**config.mk**
```make
export PLATFORM = sky130hd
export DESIGN_NAME = kbc_host_if
export DESIGN_NICKNAME = d
export VERILOG_FILES = /design/src/rtl/kbc_pkg.sv /design/src/rtl/kbc_host_fsm.sv /design/src/rtl/kbc_buffers.sv /design/src/rtl/kbc_irq_ctrl.sv /design/src/rtl/kbc_host_if.sv
export SDC_FILE = /design/constraint.sdc
export NUM_CORES = 1
export LEC_CHECK = 0
export BUFFER_PORTS_ARGS = -buffer_cell sky130_fd_sc_hd__buf_2
export CAP_MARGIN = 20
export CORE_MARGIN = 2
export CORE_UTILIZATION = 40
export CTS_CLUSTER_DIAMETER = 30
export DETAILED_ROUTE_END_ITERATION = 6
export PLACE_DENSITY = 0.77
export SYNTH_ARGS = -nofsm -noshare
export SYNTH_HDL_FRONTEND = slang
export SYNTH_SLANG_ARGS = --single-unit
```
**constraint.sdc**
```tcl
create_clock -name clk -period 1.4 [get_ports clk]
set_clock_uncertainty 0.15 [all_clocks]
set_input_delay 0.14 -clock clk [delete_from_list [all_inputs] [get_ports clk]]
set_output_delay 0.14 -clock clk [all_outputs]
set_load 0.005 [all_outputs]
```
**src/rtl/kbc_pkg.sv**
```systemverilog
package kbc_pkg;
    localparam int DATA_W   = 8;
    localparam int OBF_POS  = 0;
    localparam int IBF_POS  = 1;
    localparam int CMD_POS  = 3;
    localparam int IRQ_N    = 2;

    typedef enum logic [1:0] {
        HB_IDLE  = 2'd0,
        HB_WRITE = 2'd1,
        HB_READ  = 2'd2
    } hb_state_e;
endpackage

```
**src/rtl/kbc_host_fsm.sv**
```systemverilog
module kbc_host_fsm
    import kbc_pkg::*;
(
    input  logic clk,
    input  logic rst_n,
    input  logic host_sel,
    input  logic host_wr,
    input  logic host_rd,
    input  logic host_a2,
    output logic wr_accept,
    output logic obuf_drained
);
    hb_state_e state_q, state_d;
    logic      rd_a2_q;
    logic      wr_req, rd_req;

    assign wr_req = host_sel && host_wr;
    assign rd_req = host_sel && host_rd;

    // state register
    always_ff @(posedge clk or negedge rst_n) begin
        if (!rst_n) begin
            state_q <= HB_IDLE;
            rd_a2_q <= 1'b0;
        end else begin
            state_q <= state_d;
            if (state_q == HB_IDLE && !wr_req && rd_req)
                rd_a2_q <= host_a2;
        end
    end

    // next state and outputs
    always_comb begin
        state_d      = state_q;
        wr_accept    = 1'b0;
        obuf_drained = 1'b0;
        unique case (state_q)
            HB_IDLE: begin
                if (wr_req) begin
                    state_d   = HB_WRITE;
                    wr_accept = 1'b1;
                end else if (rd_req) begin
                    state_d = HB_READ;
                end
            end
            HB_WRITE: begin
                if (!wr_req) state_d = HB_IDLE;
            end
            HB_READ: begin
                if (!rd_req) begin
                    state_d      = HB_IDLE;
                    obuf_drained = !rd_a2_q;
                end
            end
            default: state_d = HB_IDLE;
        endcase
    end


    single_accept_chk: assert property (@(posedge clk) disable iff (!rst_n)
        wr_accept |=> !wr_accept);
endmodule

```
**src/rtl/kbc_buffers.sv**
```systemverilog
module kbc_buffers
    import kbc_pkg::*;
(
    input  logic              clk,
    input  logic              rst_n,
    input  logic              wr_accept,
    input  logic              host_a2,
    input  logic [DATA_W-1:0] host_wdata,
    input  logic              obuf_drained,
    input  logic              cpu_ibuf_rd,
    input  logic              cpu_obuf_wr,
    input  logic [DATA_W-1:0] cpu_obuf_wdata,
    output logic [DATA_W-1:0] ibuf_q,
    output logic [DATA_W-1:0] obuf_q,
    output logic              ibf_q,
    output logic              obf_q,
    output logic              cmd_q
);
    always_ff @(posedge clk or negedge rst_n) begin
        if (!rst_n) begin
            ibuf_q <= '0;
            ibf_q  <= 1'b0;
            cmd_q  <= 1'b0;
        end else if (wr_accept) begin
            ibuf_q <= host_wdata;
            ibf_q  <= 1'b1;
            cmd_q  <= host_a2;
        end else if (cpu_ibuf_rd) begin
            ibf_q <= 1'b0;
        end
    end

    always_ff @(posedge clk or negedge rst_n) begin
        if (!rst_n) begin
            obuf_q <= '0;
            obf_q  <= 1'b0;
        end else if (cpu_obuf_wr) begin
            obuf_q <= cpu_obuf_wdata;
            obf_q  <= 1'b1;
        end else if (obuf_drained) begin
            obf_q <= 1'b0;
        end
    end


    ibf_set_chk: assert property (@(posedge clk) disable iff (!rst_n)
        wr_accept |=> ibf_q);

    cmd_latch_chk: assert property (@(posedge clk) disable iff (!rst_n)
        wr_accept |=> (cmd_q == $past(host_a2)));

    ibf_clear_chk: assert property (@(posedge clk) disable iff (!rst_n)
        (cpu_ibuf_rd && !wr_accept) |=> !ibf_q);

    obf_set_chk: assert property (@(posedge clk) disable iff (!rst_n)
        cpu_obuf_wr |=> obf_q);

    obf_drain_chk: assert property (@(posedge clk) disable iff (!rst_n)
        (obuf_drained && !cpu_obuf_wr) |=> !obf_q);
endmodule

```
**src/rtl/kbc_irq_ctrl.sv**
```systemverilog
module kbc_irq_ctrl
    import kbc_pkg::*;
(
    input  logic             clk,
    input  logic             rst_n,
    input  logic             cpu_port_we,
    input  logic [IRQ_N-1:0] cpu_port_wdata,
    input  logic             cpu_flags_en,
    input  logic             ibf,
    input  logic             obf,
    output logic [IRQ_N-1:0] irq
);
    logic [IRQ_N-1:0] port_q;
    logic [IRQ_N-1:0] gate_src;
    logic             gated_q;

    always_ff @(posedge clk or negedge rst_n) begin
        if (!rst_n) begin
            port_q  <= '0;
            gated_q <= 1'b0;
        end else begin
            if (cpu_port_we)  port_q  <= cpu_port_wdata;
            if (cpu_flags_en) gated_q <= 1'b1;
        end
    end

    // channel 0 keyboard: output buffer full; channel 1 mouse: input buffer empty
    assign gate_src = {!ibf, obf};

    for (genvar i = 0; i < IRQ_N; i++) begin : g_irq
        assign irq[i] = gated_q ? (port_q[i] && gate_src[i]) : port_q[i];
    end


    mode_sticky_chk: assert property (@(posedge clk) disable iff (!rst_n)
        gated_q |=> gated_q);

    kb_gate_chk: assert property (@(posedge clk) disable iff (!rst_n)
        (gated_q && !obf) |-> !irq[0]);

    ms_gate_chk: assert property (@(posedge clk) disable iff (!rst_n)
        (gated_q && ibf) |-> !irq[1]);

    direct_port_chk: assert property (@(posedge clk) disable iff (!rst_n)
        (!gated_q && cpu_port_we && !cpu_flags_en) |=> (irq == $past(cpu_port_wdata)));
endmodule

```
**src/rtl/kbc_host_if.sv**
```systemverilog
module kbc_host_if
    import kbc_pkg::*;
(
    input  logic              clk,
    input  logic              rst_n,
    input  logic              host_sel,
    input  logic              host_a2,
    input  logic              host_wr,
    input  logic              host_rd,
    input  logic [DATA_W-1:0] host_wdata,
    output logic [DATA_W-1:0] host_rdata,
    input  logic              cpu_ibuf_rd,
    output logic [DATA_W-1:0] cpu_ibuf_data,
    input  logic              cpu_obuf_wr,
    input  logic [DATA_W-1:0] cpu_obuf_wdata,
    input  logic              cpu_port_we,
    input  logic [IRQ_N-1:0]  cpu_port_wdata,
    input  logic              cpu_flags_en,
    output logic [DATA_W-1:0] cpu_status,
    output logic              kb_irq,
    output logic              ms_irq
);
    logic              wr_accept, obuf_drained;
    logic              ibf, obf, cmd;
    logic [DATA_W-1:0] obuf;
    logic [IRQ_N-1:0]  irq;

    kbc_host_fsm u_fsm (
        .clk          (clk),
        .rst_n        (rst_n),
        .host_sel     (host_sel),
        .host_wr      (host_wr),
        .host_rd      (host_rd),
        .host_a2      (host_a2),
        .wr_accept    (wr_accept),
        .obuf_drained (obuf_drained)
    );

    kbc_buffers u_buf (
        .clk            (clk),
        .rst_n          (rst_n),
        .wr_accept      (wr_accept),
        .host_a2        (host_a2),
        .host_wdata     (host_wdata),
        .obuf_drained   (obuf_drained),
        .cpu_ibuf_rd    (cpu_ibuf_rd),
        .cpu_obuf_wr    (cpu_obuf_wr),
        .cpu_obuf_wdata (cpu_obuf_wdata),
        .ibuf_q         (cpu_ibuf_data),
        .obuf_q         (obuf),
        .ibf_q          (ibf),
        .obf_q          (obf),
        .cmd_q          (cmd)
    );

    kbc_irq_ctrl u_irq (
        .clk            (clk),
        .rst_n          (rst_n),
        .cpu_port_we    (cpu_port_we),
        .cpu_port_wdata (cpu_port_wdata),
        .cpu_flags_en   (cpu_flags_en),
        .ibf            (ibf),
        .obf            (obf),
        .irq            (irq)
    );

    assign kb_irq = irq[0];
    assign ms_irq = irq[1];

    always_comb begin
        cpu_status          = '0;
        cpu_status[OBF_POS] = obf;
        cpu_status[IBF_POS] = ibf;
        cpu_status[CMD_POS] = cmd;
    end

    always_comb begin
        if (host_sel && host_rd) host_rdata = host_a2 ? cpu_status : obuf;
        else                     host_rdata = '0;
    end


    idle_bus_chk: assert property (@(posedge clk) disable iff (!rst_n)
        !(host_sel && host_rd) |-> (host_rdata == '0));
endmodule

```
==> results.txt, run 1 <==
Status -> complete, but fails checks
Violated checks -> negative setup slack
Clock latency at the later pin of the worst-skew pair -> 310 ps
Layout Cells excl Fill -> 191
DP HPWL -> 1.66 mm
#FFs+latches synth -> 25
All-layer global routing usage -> 15.7%
Slew of the pin with the lowest slew margin -> 536 ps
Fillers -> 202
Worst setup EP type -> flip-flop
DP Area -> 1360 um2
Post-Synth Simple-Gate Area -> 11.7%
Layout cells sized above 1 -> 53.1%
Post-synthesis instance total -> 84
Starting Density -> 41.7%
First-pass GRT wire length -> 4.03 mm
# setup viols final -> 4
Power, Total -> 1.58 mW
R2R setup slack -> -4 ps
Sequential cell area fraction in the yosys report -> 55.4%
Hold WS -> 36.5 ps
1st-pass router iterations -> 3
Final Critical Period -> 1400 ps
Yosys cell types -> 22
Most frequent cells in the layout -> 48 x buf_2, 24 x dlygate4sd3_1, 24 x dfrtp_1
Post-synth EDFFs -> 0
Placed insts -> 157
Synth area leaders -> dfrtp_1 55%, mux2_2 19%, buf_4 5.3%
Die Area -> 3270 um2
Req. time, crit path -> 1460 ps
Worst Hold Class -> input pin to flip-flop
Leakage -> 0.873 nW
Vias per Instance -> 4.58
Final WS setup -> -3.91 ps
Wire per inst -> 12.9 um
Final core utilization -> 63.4%
Total routed wirelength -> 2.47 mm
Vias in the first global route -> 950
Synth Flop Type -> dfrtp_1
RSZ-0062 raised after global routing -> true
Final hold vios -> 0
Yosys Warn Count -> 0
Initial DRC count -> 5
Post-synth top area share -> 55.4%
Adder-cell share of the synthesized area -> 0%
Largest net degree at the start of global routing -> 26
Mapped cell area -> 1130 um2
Clk slew on worst S/H paths -> 130 ps
Pwr Density -> 921 nW/um2
Antenna fix cells -> 0
Worst setup SP type -> flip-flop
CTS tree -> built
Worst vdd ir -> 0.832 mV
CTS Buffer Depth -> 2
Async SR Flop Fraction -> 100%
Highest Clock Rate -> 712 MHz
Type of the worst setup path -> flip-flop to flip-flop
Slew Viols, Final -> 0
IO Count -> 54
Initial antenna violation count -> 0
Row cnt -> 19
Grt total ovfl -> 0
Compound-Gate Fraction of Synth Area -> 2.55%
CTS Root Cell -> clkbuf_4
Post-route ant nets -> 0
Cell taking the most area after synthesis -> dfrtp_1
Final Cell Area -> 1720 um2
Most common cell after layout, fill and taps aside -> buf_2
Mux contribution to synthesized area -> 22.9%
TritonCTS Sinks -> 25
Core box area -> 2710 um2
Die W -> 57.1 um
Die height -> 57.1 um
Setup tns final -> -8.76 ps
DR vias -> 875
I/O Buffers -> 48
Layout area overhead -> 52.2%
Critical Path AT -> 1470 ps
Synth Area in XOR/XNOR -> 0%
Period utilisation layout -> 100%
Avg Cell Area, Syn -> 13.5 um2
# DRC -> 0
Crit path max fanout -> 4
Layout Nets -> 189
Final Wtd Congestion -> 0.715
H-tree depth -> 1
Rel. slew slack -> 64.2%
Num CTS Buffers -> 3
DP Worst Slack -> -45.9 ps
MaxCap Viol Count -> 0
Largest family of logic cells by synthesized area -> multiplexers
[worst max-delay path: stages (launching register included)]
cell and delay, ps:
dfrtp_1 410, nand3b_4 210, nor2_4 220, mux2_4 320
[final timing paths]
kind | start | endpoint | cells after the start
hold / removal | host_rd | u_fsm.state_q[1] | 3
min in group asynchronous | rst_n | u_buf.ibuf_q[5] | 2
hold reg to reg | u_buf.obuf_q[2] | u_buf.obuf_q[2] | 1
setup / recovery | u_fsm.state_q[1] | u_buf.ibuf_q[7] | 3
setup reg to reg | u_fsm.state_q[1] | u_buf.ibuf_q[7] | 3
max in group asynchronous | rst_n | u_fsm.state_q[0] | 2
[cell usage after synthesis (all sizes together), types with 2 or more instances]
cell type and instances:
buf 9, nor2 6, mux2i 3, a21boi 2, mux2 20, inv 3, dfrtp 25, and2 5
[what timing repair did]
action / CTS / global route
pin swaps: 2 / 2
resized for setup: 1 / 12
buffers inserted: 4 / 1
endpoints found under the hold margin: 47 / 0
setup endpoints to repair: 10 / 14
hold buffers: 24 / 0
cloned: 1 / 0
[state kept, by name, summed over array words and instances, names as in the netlist]
| register | flops |
|---|---|
| u_buf.cmd_q | 1 |
| u_buf.ibuf_q | 8 |
| u_fsm.rd_a2_q | 1 |
| u_fsm.state_q | 2 |
| u_buf.obuf_q | 8 |
| u_irq.port_q | 2 |
| u_buf.ibf_q | 1 |
| u_buf.obf_q | 1 |
| u_irq.gated_q | 1 |
[final cells by class]
class                      count  area (um2)  area share (%)
sequential                    25         627            36.5
timing repair buffer          77         518            30.1
multi-input combinational     51         497            28.9
tap                           31        38.8            2.26
clock buffer                   3        22.5            1.31
inverter                       3        11.3           0.655
clock inverter                 1        5.00           0.291
[cells by family (layout without fill, tap and decap cells)]
kind of cell	Yosys count	after routing
flip-flops	25	25
multiplexers	23	23
AND/OR/NAND/NOR	18	19
buffers and inverters	13	84
AO/OA/AOI/OAI	4	4
other	1	5
[metal layers]
| metal | track usage, % | vias up | share of wire [%] |
|---|---|---|---|
| li1 | - | 421 | - |
| met1 | 18.1 | 421 | 40 |
| met2 | 29.7 | 33 | 54 |
| met3 | 3.17 | 0 | 6.1 |
| met4 | 3.99 | 0 | 0 |
| met5 | 0 | - | 0 |
[power breakdown]
group          switching, mW  internal [mW]  total [mW]
Combinational          0.146          0.259       0.405
Clock                  0.199          0.107       0.306
Sequential            0.0562          0.816       0.873
Power figures use the tool's default switching activity.
==> run 2: changes to the inputs <==
Settings changed: CAP_MARGIN 20 to 25.
Clock period 1.4 ns to 1.15 ns, I/O delays scaled along.
==> results.txt, run 2 (synthesis results as in run 1) <==
Total routed wirelength -> 3.39 mm (was 2.47 mm)
Worst setup EP type -> flip-flop (unchanged)
Final WS setup -> -288 ps (was -3.91 ps)
CP peak stage delay -> 430 ps (was 410 ps)
Critical Path AT -> 1530 ps (was 1470 ps)
Post-route ant nets -> 0 (unchanged)
Status -> complete, but fails checks (unchanged)
Final hold vios -> 1 (was 0)
Die height -> 57.1 um (unchanged)
Clk slew on worst S/H paths -> 140 ps (was 130 ps)
Crit path max fanout -> 4 (unchanged)
TritonCTS Sinks -> 25 (unchanged)
# DRC -> 0 (unchanged)
Worst setup SP type -> flip-flop (unchanged)
Core box area -> 2710 um2 (unchanged)
Vias per Instance -> 4.87 (was 4.58)
RSZ-0062 raised after global routing -> true (unchanged)
Starting Density -> 41.7% (unchanged)
MaxCap Viol Count -> 0 (unchanged)
Vias in the first global route -> 1030 (was 950)
Grt total ovfl -> 0 (unchanged)
CTS Root Cell -> clkbuf_4 (unchanged)
CTS Buffer Depth -> 2 (unchanged)
Die Area -> 3270 um2 (unchanged)
Most frequent cells in the layout -> 46 x buf_2, 24 x dfrtp_1, 23 x dlygate4sd3_1 (was 48 x buf_2, 24 x dlygate4sd3_1, 24 x dfrtp_1)
Violated checks -> negative hold slack, negative setup slack (was negative setup slack)
Largest net degree at the start of global routing -> 15 (was 26)
Highest Clock Rate -> 695 MHz (was 712 MHz)
Placed insts -> 161 (was 157)
Antenna fix cells -> 0 (unchanged)
Worst vdd ir -> 1.14 mV (was 0.832 mV)
Layout Cells excl Fill -> 200 (was 191)
Initial DRC count -> 36 (was 5)
Hold WS -> -10.9 ps (was 36.5 ps)
H-tree depth -> 1 (unchanged)
First-pass GRT wire length -> 4.99 mm (was 4.03 mm)
Final Critical Period -> 1440 ps (was 1400 ps)
All-layer global routing usage -> 20.6% (was 15.7%)
DR vias -> 974 (was 875)
CP Cell Sequence -> nand3b_4 > nor2_4 > mux2_4 (unchanged)
Fillers -> 179 (was 202)
Wire per inst -> 17.0 um (was 12.9 um)
Layout cells sized above 1 -> 56.8% (was 53.1%)
Final Wtd Congestion -> 0.789 (was 0.715)
Leakage -> 0.933 nW (was 0.873 nW)
Slew Viols, Final -> 0 (unchanged)
Pwr Density -> 1140 nW/um2 (was 921 nW/um2)
Slowest-stage cell, CP -> dfrtp_1 (unchanged)
Type of the worst setup path -> flip-flop to flip-flop (unchanged)
# setup viols final -> 27 (was 4)
Num CTS Buffers -> 3 (unchanged)
IO Count -> 54 (unchanged)
I/O Buffers -> 48 (unchanged)
CTS tree -> built (unchanged)
1st-pass router iterations -> 4 (was 3)
Row cnt -> 19 (unchanged)
Worst Hold Class -> input pin to flip-flop (unchanged)
Layout Nets -> 198 (was 189)
Layout area overhead -> 62.7% (was 52.2%)
Most common cell after layout, fill and taps aside -> buf_2 (unchanged)
Die W -> 57.1 um (unchanged)
Clock latency at the later pin of the worst-skew pair -> 330 ps (was 310 ps)
Period utilisation layout -> 125% (was 100%)
Req. time, crit path -> 1240 ps (was 1460 ps)
Initial antenna violation count -> 0 (unchanged)
DP HPWL -> 1.81 mm (was 1.66 mm)
DP Worst Slack -> -254 ps (was -45.9 ps)
Largest registers -> u_buf.ibuf_q: 8 flops, u_buf.obuf_q: 8 flops (unchanged)
run 2: cell count changes in the layout (fill, tap and decap cells not counted), moves of 2 or more:
| cell | before | now |
|---|---|---|
| buf_6 | 0 | 6 |
| buf_4 | 5 | 9 |
| a21boi_1 | 0 | 2 |
| buf_12 | 0 | 2 |
| buf_2 | 48 | 46 |
run 2: power by group:
part	switching, mW	internal, mW	total (mW)
clock	0.278	0.131	0.409
sequential	0.0808	0.994	1.07
combinational	0.222	0.390	0.611
total	0.580	1.51	2.09
run 2: worst paths after layout:
| check | from | endpoint | slack (ps) | cells past startpoint |
|---|---|---|---|---|
| worst max-delay path | u_fsm.state_q[1] | u_buf.ibuf_q[6] | -290 | 3 |
| worst min-delay path | host_wr | u_fsm.state_q[1] | -10 | 3 |
| worst max register to register | u_fsm.state_q[1] | u_buf.ibuf_q[6] | -290 | 3 |
| worst min register to register | u_irq.gated_q | u_irq.gated_q | 370 | 1 |
| max in group asynchronous | rst_n | u_buf.ibuf_q[2] | 420 | 3 |
| min in group asynchronous | rst_n | u_fsm.state_q[1] | 50 | 2 |
run 2: per-layer routing:
layer	track usage, %	vias to the layer above	routed length [um]
met5	0	-	0
met4	6.64	0	72
met3	3.40	9	212
met2	37.6	55	1740
met1	24.6	467	1370
li1	-	443	-
run 2: layout make-up:
class	count	area, um2	share of cell area, %
Multi-Input combinational cell	51	498	27.1
Sequential cell	25	627	34.1
Clock buffer	3	22.5	1.23
Clock inverter	1	5.00	0.272
Timing Repair Buffer	86	636	34.6
Tap cell	31	38.8	2.11
Inverter	3	11.3	0.613
run 2: stage by stage:
step / setup TNS (ps) / area (um2) / util (%) / total power [mW] / hold WS, ps
finish: -4690 / 1840 / 67.8 / 2.09 / -10.9
CTS: -3750 / 1770 / 65.5 / 1.97 / 14.4
detailed placement: -2410 / 1400 / 51.6 / 1.46 / -117
floorplan: -1900 / 1150 / - / 1.28 / -331
global route: -5620 / 1840 / 67.8 / 2.18 / 3.67
global placement: -1850 / 1400 / 51.6 / 1.43 / -119
run 2: worst max-delay path: cells and delay by family (launching register included):
kind          cells  cell delay, ps
flops             1             430
mux               1             320
simple gates      2             450
run 2: timing repair:
action / in CTS / in global routing
gates cloned: 1 / 0
gates resized for setup: 15 / 5
hold buffers: 23 / 0
endpoints found under the setup margin: 23 / 30
endpoints found under the hold margin: 46 / 0
setup buffers: 5 / 6
pin swaps: 5 / 4
==> run 3: changes to the inputs <==
Settings changed: HOLD_SLACK_MARGIN from default to 0.02, SKIP_CTS_REPAIR_TIMING from default to 1.
==> results.txt, run 3 (synthesis results as in run 1) <==
Status -> complete, but fails checks (unchanged)
Violated checks -> negative setup slack (was negative hold slack, negative setup slack)
R2R setup slack -> -280 ps (was -290 ps)
GR Layer Usage met2 -> 24.1% (was 37.6%)
TritonCTS Sinks -> 25 (unchanged)
DP Worst Slack -> -254 ps (unchanged)
Worst setup EP type -> flip-flop (unchanged)
Highest Clock Rate -> 699 MHz (was 695 MHz)
MaxCap Viol Count -> 0 (unchanged)
Num CTS Buffers -> 3 (unchanged)
Wire per inst -> 15.9 um (was 17.0 um)
Most common cell after layout, fill and taps aside -> buf_2 (unchanged)
CTS Root Cell -> clkbuf_4 (unchanged)
Storage element area -> 627 um2 (unchanged)
Leakage -> 0.904 nW (was 0.933 nW)
DP HPWL -> 1.81 mm (unchanged)
1st-pass router iterations -> 4 (unchanged)
Core box area -> 2710 um2 (unchanged)
Worst Hold Depth -> 3 (unchanged)
Clock latency at the later pin of the worst-skew pair -> 310 ps (was 330 ps)
Layout area overhead -> 58.5% (was 62.7%)
Total routed wirelength -> 3.11 mm (was 3.39 mm)
Period utilisation layout -> 124% (was 125%)
CP bufs+invs -> 0 (unchanged)
Die Area -> 3270 um2 (unchanged)
Fillers -> 190 (was 179)
Gr busiest metal -> met2 (unchanged)
Vias per Instance -> 4.82 (was 4.87)
Critical Path AT -> 1490 ps (was 1530 ps)
IO Count -> 54 (unchanged)
Die height -> 57.1 um (unchanged)
Req. time, crit path -> 1210 ps (was 1240 ps)
Initial DRC count -> 19 (was 36)
RR Startpoint -> u_fsm.state_q[1] (unchanged)
I/O Buffers -> 48 (unchanged)
Die W -> 57.1 um (unchanged)
Largest registers -> u_buf.ibuf_q: 8 flops, u_buf.obuf_q: 8 flops (unchanged)
Final hold vios -> 0 (was 1)
RR Endpoint -> u_buf.ibuf_q[2] (was u_buf.ibuf_q[6])
Final WS setup -> -281 ps (was -288 ps)
Layout Nets -> 193 (was 198)
CTS tree -> built (unchanged)
Clk slew on worst S/H paths -> 130 ps (was 140 ps)
DR vias -> 940 (was 974)
Final Wtd Congestion -> 0.789 (unchanged)
Vias in the first global route -> 800 (was 1030)
Slew Viols, Final -> 0 (unchanged)
First-pass GRT wire length -> 3.77 mm (was 4.99 mm)
Slowest-stage cell, CP -> dfrtp_1 (unchanged)
Multi-input logic area -> 508 um2 (was 498 um2)
Starting Density -> 41.7% (unchanged)
CP Cell Sequence -> nand3b_4 > nor2_8 > mux2_4 (was nand3b_4 > nor2_4 > mux2_4)
Layout Cells excl Fill -> 195 (was 200)
Worst Hold Class -> input pin to flip-flop (unchanged)
Pwr Density -> 1140 nW/um2 (about the same)
Most frequent cells in the layout -> 46 x buf_2, 24 x dfrtp_1, 23 x dlygate4sd3_1 (unchanged)
Final core utilization -> 66.1% (was 67.8%)
Hold EP -> u_fsm.state_q[1] (unchanged)
Grt met3 use -> 3.17% (was 3.40%)
CP peak stage delay -> 410 ps (was 430 ps)
Post-route ant nets -> 0 (unchanged)
Met1 usage -> 20.1% (was 24.6%)
Type of the worst setup path -> flip-flop to flip-flop (unchanged)
Worst setup SP type -> flip-flop (unchanged)
Worst R2R Path Depth -> 3 (unchanged)
Final Critical Period -> 1430 ps (was 1440 ps)
Hold Crit Start -> host_wr (unchanged)
Largest net degree at the start of global routing -> 15 (unchanged)
Placed insts -> 161 (unchanged)
Initial antenna violation count -> 0 (unchanged)
RSZ-0062 raised after global routing -> true (unchanged)
Layout cells sized above 1 -> 56.1% (was 56.8%)
Crit path max fanout -> 5 (was 4)
Row cnt -> 19 (unchanged)
# DRC -> 0 (unchanged)
CTS Buffer Depth -> 2 (unchanged)
Antenna fix cells -> 0 (unchanged)
Worst vdd ir -> 0.989 mV (was 1.14 mV)
All-layer global routing usage -> 14.5% (was 20.6%)
H-tree depth -> 1 (unchanged)
Crit path max-delay family -> simple AND/OR/NAND/NOR gates (unchanged)
# setup viols final -> 24 (was 27)
Grt total ovfl -> 0 (unchanged)
-- run 3: how the worst max path moves through the flow --
| stage | start | to | slack (ps) | depth (start not counted) |
|---|---|---|---|---|
| finish | u_fsm.state_q[1] | u_buf.ibuf_q[2] | -280 | 3 |
| global route | u_fsm.state_q[1] | u_buf.ibuf_q[6] | -280 | 3 |
| CTS | u_fsm.state_q[1] | u_buf.ibuf_q[2] | -260 | 3 |
| detailed placement | u_fsm.state_q[1] | u_buf.ibuf_q[2] | -250 | 3 |
| global placement | u_fsm.state_q[1] | u_buf.ibuf_q[2] | -180 | 3 |
| floorplan | u_fsm.state_q[1] | u_buf.ibuf_q[0] | -200 | 3 |
-- run 3: metrics by stage --
step	power [mW]	hold slack [ps]	setup TNS, ps	instance area [um2]
detailed placement	1.46	-117	-2410	1400
global route	2.13	16.8	-4810	1790
CTS	1.83	-463	-3840	1430
finish	2.04	17.4	-3980	1790
global placement	1.43	-119	-1850	1400
floorplan	1.28	-331	-1900	1150
-- run 3: power breakdown --
| part | internal [mW] | switching [mW] | leakage [nW] |
|---|---|---|---|
| sequential | 0.994 | 0.0837 | 0.290 |
| clock | 0.130 | 0.254 | 0.0177 |
| combinational | 0.364 | 0.209 | 0.596 |
| total | 1.49 | 0.547 | 0.904 |
-- run 3: area by class of cell --
class,instances,share of cell area [%]
Multi-Input combinational cell,51,28.4
Sequential cell,25,35.0
Inverter,3,0.629
Tap cell,31,2.17
Clock inverter,1,0.280
Timing Repair Buffer,81,32.3
Clock buffer,3,1.26
-- run 3: metal layers --
metal  share of wire (%)  vias to the layer above
met3                 7.4                        6
met4                 1.4                        0
li1                    -                      431
met2                  49                       48
met1                  42                      455
met5                   0                        -
-- run 3: tightest hold or removal path, cell delays in order --
cell and delay, ps:
buf_2 150, and2b_1 140, nor3_1 50
